`config.mk`:
```
export PLATFORM = sky130hd
export DESIGN_NAME = ssr_slave
export DESIGN_NICKNAME = d
export VERILOG_FILES = /design/src/rtl/ssr_pkg.sv /design/src/rtl/ssr_sync.sv /design/src/rtl/ssr_framer.sv /design/src/rtl/ssr_regbank.sv /design/src/rtl/ssr_readout.sv /design/src/rtl/ssr_slave.sv
export SDC_FILE = /design/constraint.sdc
export NUM_CORES = 1
export LEC_CHECK = 0
export ABC_AREA = 1
export BUFFER_PORTS_ARGS = -buffer_cell sky130_fd_sc_hd__buf_2
export CAP_MARGIN = 20
export CORE_MARGIN = 1
export CORE_UTILIZATION = 55
export DETAILED_ROUTE_END_ITERATION = 10
export GPL_TIMING_DRIVEN = 0
export PLACE_DENSITY = 0.74
export SLEW_MARGIN = 0
export SYNTH_ARGS = -nofsm -noshare
export SYNTH_HDL_FRONTEND = slang
export SYNTH_HIERARCHICAL = 1
export SYNTH_SLANG_ARGS = --single-unit
```
`constraint.sdc`:
```
create_clock -name clk -period 2.08 [get_ports clk]
set_clock_uncertainty 0.2 [all_clocks]
set_input_delay 0 -clock clk [delete_from_list [all_inputs] [get_ports clk]]
set_output_delay 0 -clock clk [all_outputs]
set_load 0.01 [all_outputs]
```
`src/rtl/ssr_pkg.sv`:
```
package ssr_pkg;
  localparam int ADDR_W = 3;
  localparam int DATA_W = 12;
  localparam int WORD_W = ADDR_W + DATA_W;
  localparam int CNT_W  = 5;
  typedef logic [CNT_W-1:0]  cnt_t;
  typedef logic [ADDR_W-1:0] addr_t;
  typedef logic [DATA_W-1:0] data_t;
  typedef logic [WORD_W-1:0] word_t;

  localparam cnt_t WR_LEN   = cnt_t'(16);
  localparam cnt_t RD_LEN   = cnt_t'(24);
  localparam cnt_t ADDR_END = cnt_t'(3);   // count before the 4th bit
  localparam cnt_t FETCH_AT = cnt_t'(7);   // count before the 8th bit
  localparam cnt_t DEAD_AT  = cnt_t'(8);   // count after the 8th bit

  function automatic cnt_t frame_len(input logic is_rd);
    return is_rd ? RD_LEN : WR_LEN;
  endfunction

  function automatic logic addr_owned(input addr_t a, input int nreg);
    return int'(a) < nreg;
  endfunction

  function automatic word_t read_word(input addr_t a, input data_t v);
    return {a, v};
  endfunction

  function automatic logic in_data_phase(input cnt_t c);
    return (c > DEAD_AT) && (c < RD_LEN);
  endfunction
endpackage

```
`src/rtl/ssr_sync.sv`:
```
module ssr_sync #(
  parameter int N = 3,
  parameter int STAGES = 2,
  parameter logic [N-1:0] RST_VAL = '0
) (
  input  logic         clk,
  input  logic         rst_n,
  input  logic [N-1:0] d,
  output logic [N-1:0] q
);
  logic [N-1:0] stg [STAGES];

  genvar g;
  generate
    for (g = 0; g < STAGES; g++) begin : g_stage
      always_ff @(posedge clk or negedge rst_n) begin
        if (!rst_n) stg[g] <= RST_VAL;
        else if (g == 0) stg[g] <= d;
        else stg[g] <= stg[(g == 0) ? 0 : g-1];
      end
    end
  endgenerate

  assign q = stg[STAGES-1];
endmodule

```
`src/rtl/ssr_framer.sv`:
```
module ssr_framer
  import ssr_pkg::*;
#(
  parameter int NREG = 5
) (
  input  logic  clk,
  input  logic  rst_n,
  input  logic  rise,
  input  logic  cs_act,
  input  logic  din,
  output cnt_t  bit_cnt,
  output logic  rd_flag,
  output addr_t addr,
  output logic  hit,
  output logic  wr_commit,
  output data_t wr_data,
  output logic  rd_fetch,
  output logic  pkt_end,
  output logic  abort_ev
);
  logic [WR_LEN-1:0] sh;
  logic [WR_LEN-1:0] shin;
  cnt_t nxt;
  cnt_t plen;

  assign shin = {sh[WR_LEN-2:0], din};
  assign nxt  = bit_cnt + cnt_t'(1);
  assign plen = frame_len(rd_flag);
  assign hit  = addr_owned(addr, NREG);

  always_ff @(posedge clk or negedge rst_n) begin
    if (!rst_n) begin
      bit_cnt <= '0;
      sh      <= '0;
      rd_flag <= 1'b0;
      addr    <= '0;
    end else if (!cs_act) begin
      bit_cnt <= '0;
    end else if (rise) begin
      sh <= shin;
      if (bit_cnt == '0) rd_flag <= din;
      if (bit_cnt == ADDR_END) addr <= {sh[1:0], din};
      bit_cnt <= (nxt == plen) ? '0 : nxt;
    end
  end

  assign wr_data   = shin[DATA_W-1:0];
  assign wr_commit = cs_act & rise & !rd_flag & hit & (nxt == WR_LEN);
  assign rd_fetch  = cs_act & rise & rd_flag & hit & (bit_cnt == FETCH_AT);
  assign pkt_end   = cs_act & rise & (nxt == plen);
  assign abort_ev  = !cs_act & (bit_cnt != '0);
endmodule

```
`src/rtl/ssr_regbank.sv`:
```
module ssr_regbank
  import ssr_pkg::*;
#(
  parameter int NREG = 5
) (
  input  logic  clk,
  input  logic  rst_n,
  input  logic  wr_en,
  input  addr_t addr,
  input  data_t wdata,
  output data_t rdata
);
  data_t regs [NREG];

  genvar g;
  generate
    for (g = 0; g < NREG; g++) begin : g_reg
      always_ff @(posedge clk or negedge rst_n) begin
        if (!rst_n) regs[g] <= '0;
        else if (wr_en && int'(addr) == g) regs[g] <= wdata;
      end
    end
  endgenerate

  always_comb begin
    rdata = '0;
    for (int i = 0; i < NREG; i++)
      if (int'(addr) == i) rdata = regs[i];
  end
endmodule

```
`src/rtl/ssr_readout.sv`:
```
module ssr_readout
  import ssr_pkg::*;
(
  input  logic  clk,
  input  logic  rst_n,
  input  logic  fall,
  input  logic  cs_act,
  input  logic  load,
  input  word_t load_word,
  input  cnt_t  bit_cnt,
  input  logic  rd_flag,
  input  logic  hit,
  output logic  sd_out,
  output logic  sd_oe
);
  word_t shr;
  logic  rd_ok;

  assign rd_ok = rd_flag & hit;

  always_ff @(posedge clk or negedge rst_n) begin
    if (!rst_n) begin
      shr    <= '0;
      sd_out <= 1'b0;
      sd_oe  <= 1'b0;
    end else if (!cs_act) begin
      sd_oe <= 1'b0;
    end else begin
      if (load) shr <= load_word;
      if (fall) begin
        if (rd_ok && bit_cnt == DEAD_AT) begin
          sd_oe  <= 1'b1;
          sd_out <= 1'b0;
        end else if (rd_ok && in_data_phase(bit_cnt)) begin
          sd_oe  <= 1'b1;
          sd_out <= shr[WORD_W-1];
          shr    <= {shr[WORD_W-2:0], 1'b0};
        end else begin
          sd_oe <= 1'b0;
        end
      end
    end
  end
endmodule

```
`src/rtl/ssr_slave.sv`:
```
module ssr_slave
  import ssr_pkg::*;
#(
  parameter int NREG = 5,
  parameter int SYNC_STAGES = 2
) (
  input  logic clk,
  input  logic rst_n,
  input  logic sclk,
  input  logic cs_n,
  input  logic sd_in,
  output logic sd_out,
  output logic sd_oe
);
  logic [2:0] pins_s;
  logic sclk_s, cs_act, din_s, sclk_q;
  logic sclk_rise, sclk_fall;
  cnt_t bit_cnt;
  logic rd_flag, hit, wr_commit, rd_fetch, pkt_end, abort_ev;
  addr_t addr;
  data_t wr_data, rd_val;

  ssr_sync #(.N(3), .STAGES(SYNC_STAGES), .RST_VAL(3'b110)) u_sync (
    .clk(clk), .rst_n(rst_n), .d({sclk, cs_n, sd_in}), .q(pins_s));

  assign sclk_s = pins_s[2];
  assign cs_act = !pins_s[1];
  assign din_s  = pins_s[0];

  always_ff @(posedge clk or negedge rst_n) begin
    if (!rst_n) sclk_q <= 1'b1;
    else sclk_q <= sclk_s;
  end

  assign sclk_rise = sclk_s & !sclk_q;
  assign sclk_fall = !sclk_s & sclk_q;

  ssr_framer #(.NREG(NREG)) u_framer (
    .clk(clk), .rst_n(rst_n), .rise(sclk_rise), .cs_act(cs_act), .din(din_s),
    .bit_cnt(bit_cnt), .rd_flag(rd_flag), .addr(addr), .hit(hit),
    .wr_commit(wr_commit), .wr_data(wr_data), .rd_fetch(rd_fetch),
    .pkt_end(pkt_end), .abort_ev(abort_ev));

  ssr_regbank #(.NREG(NREG)) u_regs (
    .clk(clk), .rst_n(rst_n), .wr_en(wr_commit), .addr(addr),
    .wdata(wr_data), .rdata(rd_val));

  ssr_readout u_out (
    .clk(clk), .rst_n(rst_n), .fall(sclk_fall), .cs_act(cs_act),
    .load(rd_fetch), .load_word(read_word(addr, rd_val)),
    .bit_cnt(bit_cnt), .rd_flag(rd_flag), .hit(hit),
    .sd_out(sd_out), .sd_oe(sd_oe));
endmodule

```
==> results.txt <==
* Run status: complete, but fails checks
- Violations in the final reports: DRC, setup timing
* TNS Setup: -2.25 ns
- The longest clock path from root to sink contains 2 buffers.
* Most Crowded Layer GR: met2
* First-pass detailed-route iteration total: 9
- Walking the worst path, the cells encountered are ha_2 -> nand2_2 -> clkinv_2 -> nand3_1 -> nand2_2 -> nor3b_4 -> buf_6 -> nand3_2 -> buf_6 -> nand2_1 -> o21ai_0.
- Across the run, the number of max-cap violations was 0.
- Placer congestion estimate: 0.857
- Depth of the most critical reg-to-reg path: 11
- Row count: 34
- The setup check on the worst reg-to-reg path leaves a slack of -0.08 ns.
- Buffers and inverters on the worst path: 3
- The tree is rooted in a sky130_fd_sc_hd__clkbuf_8.
- TritonCTS built the clock tree.
- Clk_lat worst skew: 0.37 ns
- Total congestion overflow: 0
* Count of input and output buffers: 6
- WP data arrival: 2.21 ns
- Global-route track usage on met2: 46.0%
- Gr usage total: 29.1%
* Crit Reg-Reg Endpoint: u_regs/regs[48]
- In this run the power density over the cells is 576 mW/mm^2.
- Largest fanout on the critical path: 10
- Crit share post-route: 104%
- Synth warn: 6
- The final-report max-slew violation count is 0.
- VDD sags by at most 0.000422 V.
- Starting DRC count in detailed routing: 393
- The repair_antennas step left the layout with diodes totalling 0.
- Per report_power, the sequential group accounts for 58.4% of the total.
* Hold wc startpoint: sclk
- Endpoint class of the critical path: flop
- From bottom edge to top edge, the die measures 98.1 um.
- The final route contains 4535 vias.
- Maximum achievable frequency: 463 MHz
* Switching power: 1.03 mW
- Vias in the first global route: 4501
- Num CTS Buffers: 9
- Clock period minus final worst setup slack: 2.16 ns
* CP Data Required Time: 2.13 ns
- Beginning of the worst register-to-register path: u_framer/bit_cnt[0]
- Design Area, Final: 0.00633 mm^2
* CTS H-Tree Depth: 3
- Proportion of power drawn by combinational gates: 8.3%
* Total power: 3.65 mW
- Global routing used 39.8% of the available met1 tracks.
- Setup repair after global routing could not meet its margin everywhere.
* Starting density of the core: 57.4%
- In this design, the stage delay of the slowest critical-path cell is 0.38 ns.
- Count of placed standard cells in the final layout, fillers left out: 795
* Core Footprint: 0.00885 mm^2
* I/O pin total: 7
* Min-delay worst type: in2reg
* Cell-internal power: 2.62 mW
- Antenna violations before repair: 0
- The analysis attributes to cell leakage a power of 3.02 nW.
- Once detail routing completed, the nets flagged for antenna violations numbered 0.
- Clock-pin slew was measured on the worst setup and hold paths at 0.11 ns.
* Actual slew at the worst max-slew pin: 0.546 ns
- Width of the chip: 98.1 um
- DRC violation count after routing: 1
- Slew margin rel.: 63.6%
- Final number of setup-violating endpoints: 52
* Switching part of the total: 28.1%
* Clock share of power: 33.3%
- Total nets after synthesis: 632
- Fraction of layout instances using a drive strength above 1: 31.6%
* Delay-heaviest family, CP: simple AND/OR/NAND/NOR gates
- The HPWL after detailed placement is 8090 um.
- NumNets Final: 689
* Summed instance area of the synthesized netlist: 0.00508 mm^2
- PnR worst setup slack: -0.0776 ns
* GRT met3 Usage: 5.58%
* Pin count of the biggest net entering global routing: 66
- A synthesized cell averages 8.12 um^2.
- The worst hold path terminates at u_sync/stg[5].
- First-pass GRT wire length: 21700 um
- The critical path is of the reg2reg type.
- The clock net in this run drives a total of 104 sinks.
* Number of instances in the synthesized netlist: 625
- Among all stages on the critical path, the largest delay is contributed by sky130_fd_sc_hd__dfrtp_2.
- Once placement finished, the instance area stood at 0.00531 mm^2.
- Post-DR vias/cell: 5.70
- DIE AREA: 0.00962 mm^2
- Stages on worst setup path: 11
* Hold path depth: 2
- From synthesis to final layout, the design area changed by 24.7%.
- Including well taps, the total number of placed cells is 740.
* Post-detailed-route wirelength per cell: 16.9 um
- The count of endpoints failing hold in the final timing report is 0.
* Crit path launch type: flop
* DRT Wirelength: 13400 um
-- power groups by stage --
stage / clock network, mW / logic, mW / registers (mW)
after floorplan: 0 / 0.145 / 2.15
after global placement: 0 / 0.242 / 2.17
after detailed placement: 0 / 0.258 / 2.17
after CTS: 1.25 / 0.289 / 2.13
after global routing: 1.31 / 0.341 / 2.14
final: 1.21 / 0.305 / 2.13
-- cells in the final DEF, fill, tap and decap left out, types with 13 or more instances in the layout --
master                       n
sky130_fd_sc_hd__inv_1      53
sky130_fd_sc_hd__buf_6      18
sky130_fd_sc_hd__o21ai_0    27
sky130_fd_sc_hd__nor2_1     34
sky130_fd_sc_hd__o21ai_2    16
sky130_fd_sc_hd__nand2_1   154
sky130_fd_sc_hd__o21ai_1    28
sky130_fd_sc_hd__dfrtp_1    93
sky130_fd_sc_hd__nand3_1    49
sky130_fd_sc_hd__buf_4      27
sky130_fd_sc_hd__nand4_1    16
sky130_fd_sc_hd__nand3_2    13
sky130_fd_sc_hd__nand2_2    34
sky130_fd_sc_hd__clkbuf_8   14
-- cell type report --
cell class              count  area [um^2]
fillers                   650         2520
repair buffers             47          480
flip-flops and latches    104         2620
clock inverters             6         60.1
well taps                 108          135
plain buffers              35          338
clock buffers              10          128
multi-input cells         424         2340
inverters                  61          233
-- metal layers --
metal,up-vias,wire length (um)
li1,2120,-
met1,2181,5660
met2,196,6340
met3,38,1040
met4,0,395
met5,-,0
-- through the flow --
| stage | util [%] | hold slack, ns | worst slack [ns] |
|---|---|---|---|
| 6_report | 71.6 | 0.0600 | -0.0776 |
| 5_1_grt | 71.6 | 0.0461 | -0.171 |
| 4_1_cts | 67.9 | 0.0491 | -0.0700 |
| 3_5_place_dp | 60.1 | -0.169 | -0.630 |
| 3_3_place_gp | 59.7 | -0.0940 | -0.525 |
| 2_1_floorplan | - | -0.496 | -0.0655 |
-- timing repair --
action | CTS | global route
hold endpoints to repair | 103 | 0
pin swaps | 4 | 21
gates resized for setup | 91 | 88
buffers inserted | 21 | 6
hold buffers | 5 | 0
endpoints found under the setup margin | 76 | 75
cloned | 6 | 2
-- sequential cells by signal, summed over array words and instances, names as in the netlist --
register	cells
u_out/shr	15
u_framer/bit_cnt	5
u_sync/stg	3
u_sync/q	3
u_framer/rd_flag	1
u_regs/regs	60
sclk_q	1
u_framer/addr	3
u_framer/sh	11
u_out/sd_oe	1
u_out/sd_out	1
-- how the worst max path moves through the flow --
stage | end | from | slack (ns)
2_1_floorplan | u_regs/regs[27] | u_sync/q[2] | -0.07
3_3_place_gp | u_regs/regs[27] | u_framer/addr[1] | -0.52
3_5_place_dp | u_regs/regs[26] | u_framer/addr[1] | -0.63
4_1_cts | u_regs/regs[59] | u_sync/q[2] | -0.07
5_1_grt | u_regs/regs[49] | u_framer/bit_cnt[3] | -0.17
6_report | u_regs/regs[48] | u_framer/bit_cnt[0] | -0.08
No activity file was read; power rests on OpenSTA's default activity.
